## config.mk

```make
export PLATFORM = sky130hd
export DESIGN_NAME = shift_rot_unit
export DESIGN_NICKNAME = d
export VERILOG_FILES = /design/src/rtl/shift_rot_pkg.sv /design/src/rtl/sr_count_sel.sv /design/src/rtl/sr_rotator.sv /design/src/rtl/sr_shifter.sv /design/src/rtl/sr_flags.sv /design/src/rtl/shift_rot_unit.sv
export SDC_FILE = /design/constraint.sdc
export NUM_CORES = 1
export LEC_CHECK = 0
export BUFFER_PORTS_ARGS = -buffer_cell sky130_fd_sc_hd__buf_2
export CORE_ASPECT_RATIO = 1.5
export CORE_MARGIN = 2
export CORE_UTILIZATION = 24
export DETAILED_ROUTE_END_ITERATION = 7
export PLACE_DENSITY_LB_ADDON = 0.15
export SLEW_MARGIN = 20
export SYNTH_ARGS = -nofsm -noshare
export SYNTH_HDL_FRONTEND = slang
export SYNTH_SLANG_ARGS = --single-unit
```

## constraint.sdc

```tcl
create_clock -name clk -period 5.5 [get_ports clk]
set_clock_uncertainty 0.05 [all_clocks]
set_input_delay 1.65 -clock clk [delete_from_list [all_inputs] [get_ports clk]]
set_output_delay 1.65 -clock clk [all_outputs]
set_load 0.05 [all_outputs]
```

## src/rtl/shift_rot_pkg.sv

```systemverilog
`timescale 1ns/1ps
package shift_rot_pkg;
  typedef enum logic [2:0] {
    OP_ROL  = 3'd0,
    OP_ROR  = 3'd1,
    OP_RCL  = 3'd2,
    OP_RCR  = 3'd3,
    OP_SHL  = 3'd4,
    OP_SHR  = 3'd5,
    OP_SHLA = 3'd6,
    OP_SAR  = 3'd7
  } sr_op_e;

  typedef enum logic [1:0] {
    CS_IMM  = 2'd0,
    CS_ONE  = 2'd1,
    CS_REG  = 2'd2,
    CS_REG2 = 2'd3
  } cnt_src_e;

  typedef struct packed {
    logic cf;
    logic of;
    logic sf;
    logic zf;
    logic pf;
  } flag_vec_t;
endpackage

```

## src/rtl/sr_count_sel.sv

```systemverilog
`timescale 1ns/1ps
module sr_count_sel #(
  parameter int CIN_W = 8,
  parameter int CNT_W = 5
) (
  input  logic [1:0]       src,
  input  logic [CIN_W-1:0] imm_val,
  input  logic [CIN_W-1:0] reg_val,
  output logic [CNT_W-1:0] eff_cnt,
  output logic             cnt_zero,
  output logic             cnt_one
);
  import shift_rot_pkg::*;

  // Upper count bits are discarded by definition.
  logic unused_hi;
  assign unused_hi = ^{imm_val[CIN_W-1:CNT_W], reg_val[CIN_W-1:CNT_W]};

  always_comb begin
    case (src)
      CS_IMM:  eff_cnt = imm_val[CNT_W-1:0];
      CS_ONE:  eff_cnt = CNT_W'(1);
      default: eff_cnt = reg_val[CNT_W-1:0];
    endcase
  end

  assign cnt_zero = (eff_cnt == '0);
  assign cnt_one  = (eff_cnt == CNT_W'(1));
endmodule

```

## src/rtl/sr_rotator.sv

```systemverilog
`timescale 1ns/1ps
module sr_rotator #(
  parameter int W     = 32,
  parameter int CNT_W = 5
) (
  input  logic [W-1:0]     val,
  input  logic             cin,
  input  logic [CNT_W-1:0] cnt,
  input  logic             go_right,
  input  logic             thru_carry,
  output logic [W-1:0]     res,
  output logic             cout
);
  localparam int RW = W + 1;

  function automatic logic [W-1:0] rot_left(input logic [W-1:0] v, input logic [CNT_W-1:0] n);
    logic [2*W-1:0] d;
    d = {v, v} << n;
    return d[2*W-1:W];
  endfunction

  function automatic logic [W-1:0] rot_right(input logic [W-1:0] v, input logic [CNT_W-1:0] n);
    logic [2*W-1:0] d;
    d = {v, v} >> n;
    return d[W-1:0];
  endfunction

  function automatic logic [RW-1:0] ring_left(input logic [RW-1:0] r, input logic [CNT_W-1:0] n);
    logic [2*RW-1:0] d;
    d = {r, r} << n;
    return d[2*RW-1:RW];
  endfunction

  function automatic logic [RW-1:0] ring_right(input logic [RW-1:0] r, input logic [CNT_W-1:0] n);
    logic [2*RW-1:0] d;
    d = {r, r} >> n;
    return d[RW-1:0];
  endfunction

  logic [RW-1:0] ring_in, ring_out;
  logic [W-1:0]  plain_res;

  assign ring_in   = {cin, val};
  assign ring_out  = go_right ? ring_right(ring_in, cnt) : ring_left(ring_in, cnt);
  assign plain_res = go_right ? rot_right(val, cnt) : rot_left(val, cnt);

  always_comb begin
    if (thru_carry) begin
      res  = ring_out[W-1:0];
      cout = ring_out[W];
    end else begin
      res  = plain_res;
      cout = go_right ? plain_res[W-1] : plain_res[0];
    end
  end
endmodule

```

## src/rtl/sr_shifter.sv

```systemverilog
`timescale 1ns/1ps
module sr_shifter #(
  parameter int W     = 32,
  parameter int CNT_W = 5
) (
  input  logic [W-1:0]     val,
  input  logic [CNT_W-1:0] cnt,
  input  logic             go_right,
  input  logic             arith,
  output logic [W-1:0]     res,
  output logic             cout
);
  // Left: the extra top bit catches the last bit shifted out.
  function automatic logic [W:0] shift_up(input logic [W-1:0] v, input logic [CNT_W-1:0] n);
    return {1'b0, v} << n;
  endfunction

  // Right: the extra low bit catches the last bit shifted out.
  function automatic logic [W:0] shift_down(input logic [W-1:0] v, input logic [CNT_W-1:0] n,
                                            input logic sgn);
    logic signed [W:0] s;
    s = $signed({v, 1'b0});
    if (sgn) return s >>> n;
    return {v, 1'b0} >> n;
  endfunction

  logic [W:0] up_w, dn_w;
  assign up_w = shift_up(val, cnt);
  assign dn_w = shift_down(val, cnt, arith);

  always_comb begin
    if (go_right) begin
      res  = dn_w[W:1];
      cout = dn_w[0];
    end else begin
      res  = up_w[W-1:0];
      cout = up_w[W];
    end
  end
endmodule

```

## src/rtl/sr_flags.sv

```systemverilog
`timescale 1ns/1ps
module sr_flags #(
  parameter int W     = 32,
  parameter int PAR_W = 8
) (
  input  logic [W-1:0] res,
  input  logic         opd_msb,
  input  logic         cout,
  input  logic         go,
  input  logic         is_rot,
  input  logic         is_sar,
  input  logic         cnt_one,
  output shift_rot_pkg::flag_vec_t flg,
  output shift_rot_pkg::flag_vec_t flg_we
);
  function automatic logic even_parity(input logic [PAR_W-1:0] b);
    return ~(^b);
  endfunction

  logic sign_flip;
  assign sign_flip = res[W-1] ^ opd_msb;

  always_comb begin
    flg.cf = cout;
    flg.of = is_sar ? 1'b0 : sign_flip;
    flg.sf = res[W-1];
    flg.zf = (res == '0);
    flg.pf = even_parity(res[PAR_W-1:0]);

    flg_we.cf = go;
    flg_we.of = go & cnt_one;
    flg_we.sf = go & ~is_rot;
    flg_we.zf = go & ~is_rot;
    flg_we.pf = go & ~is_rot;
  end
endmodule

```

## src/rtl/shift_rot_unit.sv

```systemverilog
`timescale 1ns/1ps
module shift_rot_unit #(
  parameter int W     = 32,
  parameter int CIN_W = 8
) (
  input  logic             clk,
  input  logic             rst_n,
  input  logic             op_valid,
  input  logic [2:0]       op_sel,
  input  logic [1:0]       cnt_src,
  input  logic [CIN_W-1:0] imm_cnt,
  input  logic [CIN_W-1:0] cnt_reg,
  input  logic [W-1:0]     operand,
  input  logic             carry_in,
  output logic [W-1:0]     result,
  output logic             res_we,
  output logic             cf_out,
  output logic             of_out,
  output logic             sf_out,
  output logic             zf_out,
  output logic             pf_out,
  output logic             cf_we,
  output logic             of_we,
  output logic             sf_we,
  output logic             zf_we,
  output logic             pf_we
);
  import shift_rot_pkg::*;

  localparam int CNT_W = $clog2(W);

  // Named internal events
  logic [CNT_W-1:0] eff_cnt;
  logic             cnt_zero, cnt_one;
  logic             is_rot, thru_carry, go_right, is_sar, go;
  logic [W-1:0]     rot_res, sh_res, nxt_res;
  logic             rot_c, sh_c, nxt_c;
  flag_vec_t        nxt_flg, nxt_we;

  sr_count_sel #(.CIN_W(CIN_W), .CNT_W(CNT_W)) u_cnt (
    .src(cnt_src), .imm_val(imm_cnt), .reg_val(cnt_reg),
    .eff_cnt(eff_cnt), .cnt_zero(cnt_zero), .cnt_one(cnt_one)
  );

  // Codes 0-3 rotate, 4-7 shift; bit 0 picks right; bit 1 picks through-carry.
  assign is_rot     = ~op_sel[2];
  assign thru_carry = op_sel[1];
  assign go_right   = op_sel[0];
  assign is_sar     = (op_sel == OP_SAR);
  assign go         = op_valid & ~cnt_zero;

  sr_rotator #(.W(W), .CNT_W(CNT_W)) u_rot (
    .val(operand), .cin(carry_in), .cnt(eff_cnt), .go_right(go_right),
    .thru_carry(thru_carry), .res(rot_res), .cout(rot_c)
  );

  sr_shifter #(.W(W), .CNT_W(CNT_W)) u_sh (
    .val(operand), .cnt(eff_cnt), .go_right(go_right), .arith(is_sar),
    .res(sh_res), .cout(sh_c)
  );

  assign nxt_res = cnt_zero ? operand : (is_rot ? rot_res : sh_res);
  assign nxt_c   = is_rot ? rot_c : sh_c;

  sr_flags #(.W(W)) u_flg (
    .res(nxt_res), .opd_msb(operand[W-1]), .cout(nxt_c), .go(go),
    .is_rot(is_rot), .is_sar(is_sar), .cnt_one(cnt_one),
    .flg(nxt_flg), .flg_we(nxt_we)
  );

  always_ff @(posedge clk) begin
    if (!rst_n) begin
      result <= '0;
      res_we <= 1'b0;
      {cf_out, of_out, sf_out, zf_out, pf_out} <= '0;
      {cf_we, of_we, sf_we, zf_we, pf_we}      <= '0;
    end else begin
      result <= nxt_res;
      res_we <= go;
      {cf_out, of_out, sf_out, zf_out, pf_out} <= nxt_flg;
      {cf_we, of_we, sf_we, zf_we, pf_we}      <= nxt_we;
    end
  end

  assert_zero_cnt_quiet_R2: assert property (@(posedge clk) disable iff (!rst_n)
    (op_valid && cnt_zero) |=> (!res_we && !cf_we && !of_we && !sf_we && !zf_we && !pf_we));

  assert_rol_carry_R3: assert property (@(posedge clk) disable iff (!rst_n)
    (op_valid && !cnt_zero && op_sel == OP_ROL) |=> (cf_out == result[0]));

  assert_rot_keeps_szp_R5: assert property (@(posedge clk) disable iff (!rst_n)
    (op_valid && is_rot) |=> (!sf_we && !zf_we && !pf_we));

  assert_zero_flag_R8: assert property (@(posedge clk) disable iff (!rst_n)
    zf_we |-> (zf_out == (result == '0)));

  assert_sar_no_ovf_R9: assert property (@(posedge clk) disable iff (!rst_n)
    (op_valid && is_sar && cnt_one) |=> (of_we && !of_out));

  assert_ovf_only_one_R9: assert property (@(posedge clk) disable iff (!rst_n)
    (op_valid && !cnt_one) |=> !of_we);

  assert_idle_quiet_R12: assert property (@(posedge clk) disable iff (!rst_n)
    !op_valid |=> (!res_we && !cf_we && !of_we));
endmodule

```

Word level (Yosys, flattened, before mapping)
Cells that the tools add are included.
Storage, ports and cells
  memories kept: 0
  memory bits (read-only): 0
  bits in writable memories: 0
  output and inout bits: 43
  latch bits: 0
  register bits after elaboration: 40
  word-level logic and storage cells: 45
  input bits: 57
Operators by class
  reduce and logical (&&, ||, !) cells: 5
  add/sub/neg operators: 0
  mux-type cells: 14
  order comparisons: 0
  equal/unequal tests: 3
  shift operators: 7
  bitwise gates (word level): 7
  multiply operators: 0
  divide/modulo/power cells: 0
Operator list (count)
  2-to-1 mux 32 bit: 5
  2-to-1 mux 33 bit: 3
  left shift 66 x 5 -> 66 bit: 1
  right shift 66 x 5 -> 33 bit: 1
  left shift 64 x 5 -> 64 bit: 1
  right shift 64 x 5 -> 32 bit: 1
  left shift 32 x 5 -> 33 bit: 1
  right shift 33 x 5 -> 33 bit: 1
  >>> shifter 33 x 5 -> 33 bit: 1
  logical NOT 32 bit: 1
  one-hot mux 5 bit (2 select lines): 1
  XOR reduction 8 bit: 1
  == test 5 x 1 -> 1 bit, second input constant: 1
  logical NOT 5 bit: 1
  2-to-1 mux 1 bit: 5
  AND 1 bit: 3
  == test 3 bit, second input constant: 1
  inverter 1 bit: 3
  == test 2 x 1 -> 1 bit, second input constant: 1
  logical NOT 2 bit: 1
  OR reduction 2 bit: 1
  XOR 1 bit: 1

Depth between registers and ports, before layout
Gate-level depths: netlist of run 1.
  word-level depth: 10
  depth in mapped cells: 20
  depth with buffers taken out: 16

Cells and area by module
Synthesis of run 1 repeated with hierarchy kept, for this count alone.
Second synthesis, totals
  cell total of the unflattened synthesis: 1578
  area total of the unflattened synthesis: 13947.1 um2
Modules (own cells, without submodules)
  sr_rotator: cells an instance 829, times used 1, area an instance 7661.1 um2
  sr_shifter: cells an instance 496, times used 1, area an instance 3926.3 um2
  shift_rot_unit: cells an instance 205, times used 1, area an instance 2006.9 um2
  sr_flags: cells an instance 34, times used 1, area an instance 252.7 um2
  sr_count_sel: cells an instance 14, times used 1, area an instance 100.1 um2

Least setup slack after synthesis of run 1
OpenSTA, ideal clock, no wires.
  path type: in2reg
  from: in cnt_src[0]
  to: reg zf_out
  arrival: 5.094 ns
  data required time: 5.389 ns
  library setup time: 0.061 ns
  path slack: 0.295 ns
  cell stages on the path: 18
  cells stage by stage: buf_4 > or3b_2 > nand2_1 > buf_4 > buf_2 > nand2_1 > a221oi_1 > a21oi_1 > mux4_2 > nor2_1 > a31oi_1 > o21ai_0 > ha_1 > nand2_1 > a2111oi_0 > nand4_1 > nor4_1 > and4_1
Between the ends
  longest elaborated chain between the ends: 9
  elaborated cells between the ends (all ways): 20
  those cells by class: eq/ne: 1; shift: 7; mux: 9; reduce/logical: 3
Ends and longest elaborated chain
  from (decl): line shift_rot_unit.sv:10  | input logic [1:0] cnt_src,
  == test 2 x 1 -> 1 bit / logical NOT 2 bit (equally long branches): line sr_count_sel.sv:20  | case (src)
  one-hot mux 5 bit (2 select lines) (*): line sr_count_sel.sv:20
  >>> shifter 33 x 5 -> 33 bit: line sr_shifter.sv:23  | if (sgn) return s >>> n;
  2-to-1 mux 33 bit: line sr_shifter.sv:23
  2-to-1 mux 33 bit: line sr_shifter.sv:24  | return {v, 1'b0} >> n;
  2-to-1 mux 32 bit: line sr_shifter.sv:32  | if (go_right) begin
  2-to-1 mux 32 bit: line shift_rot_unit.sv:62  | assign nxt_res = cnt_zero ? operand : (is_rot ? rot_res : sh_res);
  2-to-1 mux 32 bit (*): line shift_rot_unit.sv:62
  logical NOT 32 bit (*): line sr_flags.sv:27  | flg.zf = (res == '0);
  to (signal assigned): line shift_rot_unit.sv:80  | {cf_out, of_out, sf_out, zf_out, pf_out} <= nxt_flg;
  to (decl): line shift_rot_unit.sv:20  | output logic zf_out,
Every way passes the cells marked *; elsewhere a longest branch is shown, timed or not. The select of a mux whose other input is x is not followed.
A chain may end at the register's enable or synchronous reset.

Worst setup path in the final report of run 1
  from: in cnt_src[1]
  to: reg zf_out
The elaborated chain is that of the path after synthesis.

==> results.ini, run 1 <==
[clock_network]
clockBufferDepth = 2
hold_buffers = 0
cts.clk_slew.worst_paths_ns = 0.06
cts_tree = yes
htreeDepth = 2
cts_buffers = 5
clkSinkCount = 39
root_buffer = clkbuf_16

[worst_setup_path]
required_ns = 5.69
crit_fanout = 6
crit_arrival_ns = 5.67
crit_type = in2reg
crit_chain = buf_2, clkbuf_16, buf_4, or3b_2, and2_2, nor2_1, nand2_1, buf_4, or3_1, nand4_1, o41ai_1, buf_4, nand4b_1, nor4_1, and4_1
worstSetupStartpointType = input pin
cpPeakStageDelay_ns = 0.84
end_kind = flip-flop
cp_slowest_cell = nor2_1
cpMostUsedCell = buf_4

[timing]
rsz0062_at_grt = true
period_share_pct = 99.64
finalHoldViolCount = 0
tightest_slew_ns = 1.036
finalSetupTns_ns = 0
whs_ns = 1.613
finalMaxSlewViolations = 0
finalSetupViolCount = 0
setup_ws_ns = 0.01980
fmax_mhz = 182.5
finalCriticalPeriod_ns = 5.480
slew-limit-headroom_pct = 30.67

[hold_path]
hold-path-endpoint = result[14]
hold_path_class = in2reg
holdCritStartpoint = rst_n
holdPathStages = 3

[die]
die_w_um = 165.2
boundaryPins = 100
dieArea_um2 = 40580
initial_core_util_pct = 24.33
core_um2 = 38430
die_h_um = 245.7
rows = 88

[grt]
gr-total-overflow = 0
grt_pass1_wl_um = 128400
antenna_found_initial = 5
grt_pass1_vias = 16760
grtUsageTotal_pct = 45.40
grtUsageMet2_pct = 70.74
grt_util_met3_pct = 10.41
grt_max_degree = 43
gr-max-usage-layer = met2
met1_usage_pct = 47.56

[place]
place_congestion = 1.140
dp_cells = 2625
place_ws_ns = -0.7365
portBuffers = 93
postPlaceCellArea_um2 = 15340
post-dp-hpwl_um = 76880

[logic_synthesis]
synth_edf_count = 0
ys.flop_type = dfxtp_1
synthCells = 1481
synth_warnings = 0
ys_types = 89
syn_avg_cell_area_um2 = 6.313
seq_area_frac_synth_pct = 8.351
syn_area_um2 = 9349
yosys.area.top_type = dfxtp_1
ys_top_cells_by_area = dfxtp_1, nand2_1, o21ai_0
synthArstFlopShare_pct = 0
synth-seq-cells = 39
synth_fp_nets = 1542
synth_top_area_share_pct = 8.351

[drt]
dr.pass1.iters = 6
ant_nets = 0
drtIter0Drc = 2058
wire_per_inst_um = 35.01
wirelength_um = 92940
drc = 0
route.vias.total = 17030
vias_per_cell = 6.415

[finish]
fin_cells = 2655
final_area_um2 = 16110
area_delta_synth_final_pct = 72.34
mostFrequentLayoutCells = buf_4, nand2_1, nor2_1, nand3_1, o21ai_0
final_nets = 2216
drive_gt1_share_pct = 43.04
final_common_cell = buf_4

[power_and_ir_drop]
powerDensity_nw_per_um2 = 209.5
ir_drop_mv = 0.2687
p_leak_nw = 7.087

[job]
max-cap-violations = 0

[outcome]
outcome = finished, final reports clean

per-layer routing:
metal | routed length [um] | share of wire, %
met1 | 31420 | 34
met2 | 40690 | 44
met3 | 7790 | 8.4
met4 | 13010 | 14
met5 | 28 | 0.030
worst max-delay path: cells and delay by family:
| kind | cells | cell delay, ns |
|---|---|---|
| AOI/OAI and AO/OA | 1 | 0.09 |
| buffers and inverters | 5 | 0.84 |
| and+or+nand+nor | 9 | 3.08 |
Yosys cell counts (12+ instances only):
library cell / n
a221oi_1: 21
buf_1: 14
and3_1: 12
o211ai_1: 28
a22oi_1: 48
a2111oi_0: 13
a211oi_1: 40
nand3_1: 118
nand4_1: 21
o21ai_1: 23
dfxtp_1: 39
buf_2: 40
mux2i_1: 21
o221ai_1: 17
nor2_1: 138
a311oi_1: 29
o22ai_1: 22
a21oi_1: 112
nor4_1: 16
and2_1: 29
clkbuf_1: 83
a32oi_1: 59
a31oi_1: 34
o21ai_0: 122
nand2_1: 182
nor3_1: 27
kinds of logic after synthesis:
| kind of cell | synth area share (%) |
|---|---|
| simple gates | 29.16 |
| mux | 5.260 |
| xor+xnor | 0.2811 |
| flops | 8.351 |
| fa+ha+maj | 0.5354 |
| compound gates | 48.61 |
| buf+inv | 7.802 |
timing repair:
item | CTS | global route
buffers inserted | 6 | 10
endpoints found under the setup margin | 2 | 3
resized for setup | 39 | 50
pin swaps | 10 | 17
gates cloned | 1 | 1
worst max path at each step:
stage	from	slack (ns)	to
CTS	cnt_src[1]	0.009	zf_out
floorplan	cnt_src[0]	0.29	zf_out
detailed placement	cnt_src[1]	-0.74	zf_out
finish	cnt_src[1]	0.02	zf_out
global placement	cnt_src[1]	-0.72	zf_out
global route	cnt_src[1]	-0.12	zf_out
report_power, final:
group / internal (W) / leakage [nW] / switching [W] / total [W]
Clock: 0.000214 / 0.0838 / 0.000127 / 0.000341
Sequential: 0.000319 / 0.324 / 0.00000778 / 0.000327
Combinational: 0.00107 / 6.68 / 0.00164 / 0.00271
registers in the layout, summed over array words and instances (netlist names):
register / flops
pf_out: 1
result: 32
zf_out: 1
pf_we: 1
cf_we: 1
of_out: 1
of_we: 1
cf_out: 1
area by class of cell:
type	instances	area (um^2)
repair buffers	820	6254
diodes	4	10.01
multi-input cells	1285	8264
clock buffers	5	125.1
inverters	4	15.01
fillers	4171	22320
well taps	495	619.3
clock inverters	3	43.79
flip-flops and latches	39	780.7
per-stage QoR:
stage,util [%],power (W)
6_report,41.93,0.003375
5_1_grt,41.90,0.003460
4_1_cts,41.01,0.003215
3_5_place_dp,39.92,0.002837
3_3_place_gp,39.92,0.002847
2_1_floorplan,-,0.001362
Note: power is estimated with default switching activity, not from simulation.
==> inputs of run 2 (changes only) <==
CORE_MARGIN = 10   (was 2)
==> run 2 against run 1 <==
  * Sequential cell count did not move
  * The run now ends with setup timing left
  * Worst hold slack better by 0.024 ns
  * Routed wire length grew 2.0%
  * Via count shrank 0.56%
  * Clock power decreased by 14%
  * Die area increased by 17%
==> results.ini, run 2 (same netlist as run 1, synthesis figures left out) <==
[finish]
nFillCells = 4226
top_register = result
area_delta_synth_final_pct = 69.09
drive_gt1_share_pct = 42.53
final_common_cell = buf_4
largest_reg_flops = 32
mostFrequentLayoutCells = buf_4, nand2_1, nor2_1, nand3_1, o21ai_0
final_nets = 2202

[worst_setup_path]
required_ns = 5.68
end_kind = flip-flop
cpMostUsedCell = buf_4
crit_type = in2reg
cp_slowest_cell = nand4_1
crit_chain = buf_2, buf_4, buf_6, or3b_4, nand2_2, buf_12, buf_4, buf_4, buf_4, nor3_2, nand2_1, buf_4, buf_4, nand4_1, a211oi_2, nand3_1, o21ai_0, nand4_1, nor4_2, and4_1
path_delay_family = simple AND/OR/NAND/NOR gates
worstSetupStartpointType = input pin
crit_fanout = 17
crit_buf_inv = 9
crit_arrival_ns = 5.82
cpPeakStageDelay_ns = 0.50

[timing]
period_share_pct = 102.5
finalHoldViolCount = 0
rsz0062_at_grt = true
whs_ns = 1.638
finalSetupViolCount = 1
finalMaxSlewViolations = 0
tightest_slew_ns = 0.9911
finalCriticalPeriod_ns = 5.635
fmax_mhz = 177.5
slew-limit-headroom_pct = 33.93
finalSetupTns_ns = -0.1350
setup_ws_ns = -0.1350

[clock_network]
root_buffer = clkbuf_16
clkSinkCount = 39
clockBufferDepth = 2
cts_tree = yes
htreeDepth = 2
cts_buffers = 5
cts.clk_slew.worst_paths_ns = 0.06

[drt]
dr.pass1.iters = 6
vias_per_cell = 6.418
drtIter0Drc = 2126
ant_nets = 0
drc = 0
wire_per_inst_um = 35.92
route.vias.total = 16940
wirelength_um = 94780

[power_and_ir_drop]
powerDensity_nw_per_um2 = 208.8
ir_drop_mv = 0.2580
p_leak_nw = 6.931
power_w = 0.003300

[hold_path]
hold_path_class = in2reg

[die]
rows = 88
boundaryPins = 100
die_h_um = 261.7
initial_core_util_pct = 24.26
core_um2 = 38540
dieArea_um2 = 47410
die_w_um = 181.2

[grt]
gr-max-usage-layer = met2
grt_max_degree = 65
grtUsageMet2_pct = 62.97
antenna_found_initial = 1
grt_pass1_wl_um = 129700
gr-total-overflow = 0
grt_util_met3_pct = 6.291
grtUsageTotal_pct = 38.06
met1_usage_pct = 40.10
grt_pass1_vias = 16720

[place]
post-dp-hpwl_um = 79080
place_ws_ns = -0.7980
place_congestion = 1.113
portBuffers = 93

[job]
max-cap-violations = 0

[outcome]
outcome = complete, but fails checks
violations = setup timing

==> run 2: cell types whose count changed in the layout (fill, tap and decap cells not counted), moves of 4 or more <==
cell,previous run,this run
a211oi_1,37,32
a211oi_2,3,8
a311oi_4,5,0
a32oi_2,10,6
buf_12,20,15
buf_4,698,691
==> run 2: final cells by class <==
type	instances	area [um^2]	share of cell area, %
antenna	2	5.005	0.03166
multi-input combinational	1285	8198	51.86
inverter	4	15.01	0.09498
clock inverter	3	25.02	0.1583
clock buffer	5	125.1	0.7915
timing repair buffer	806	6040	38.21
sequential	39	780.7	4.939
tap	495	619.3	3.918
==> run 2: path summary, 6_finish.rpt <==
path	slack [ns]	endpoint	cells after the start	startpoint
worst min-delay path	1.64	result[14]	3	rst_n
worst max-delay path	-0.13	zf_out	20	cnt_src[1]
==> run 2: where the power goes <==
group / internal [W] / switching, W
registers: 0.000319 / 0.00000754
clock network: 0.000169 / 0.000122
logic: 0.00105 / 0.00163
total: 0.00154 / 0.00176
==> run 2: layer usage <==
layer | part of all wire (%) | wire length (um)
met5 | 0 | 0
met4 | 12 | 11780
met3 | 8.0 | 7606
met1 | 34 | 32170
met2 | 46 | 43230
==> run 2: metrics by stage <==
step           util (%)  cells  area [um^2]
2_1_floorplan         -   1481         9349
3_3_place_gp      39.46   2619        15210
3_5_place_dp      39.46   2619        15210
4_1_cts           40.33   2634        15540
5_1_grt           41.01   2637        15800
6_report          41.02   2639        15810
==> run 2: what timing repair did <==
action	CTS	global route
gates resized for setup	31	49
endpoints found under the setup margin	2	2
endpoints found under the hold margin	0	0
buffers inserted	7	3
hold buffers	0	0
pin swaps	8	14
==> run 2: tightest hold or removal path, stage by stage <==
cell	delay, ns
buf_2	0.16
nand2_1	0.08
nor2_1	0.04
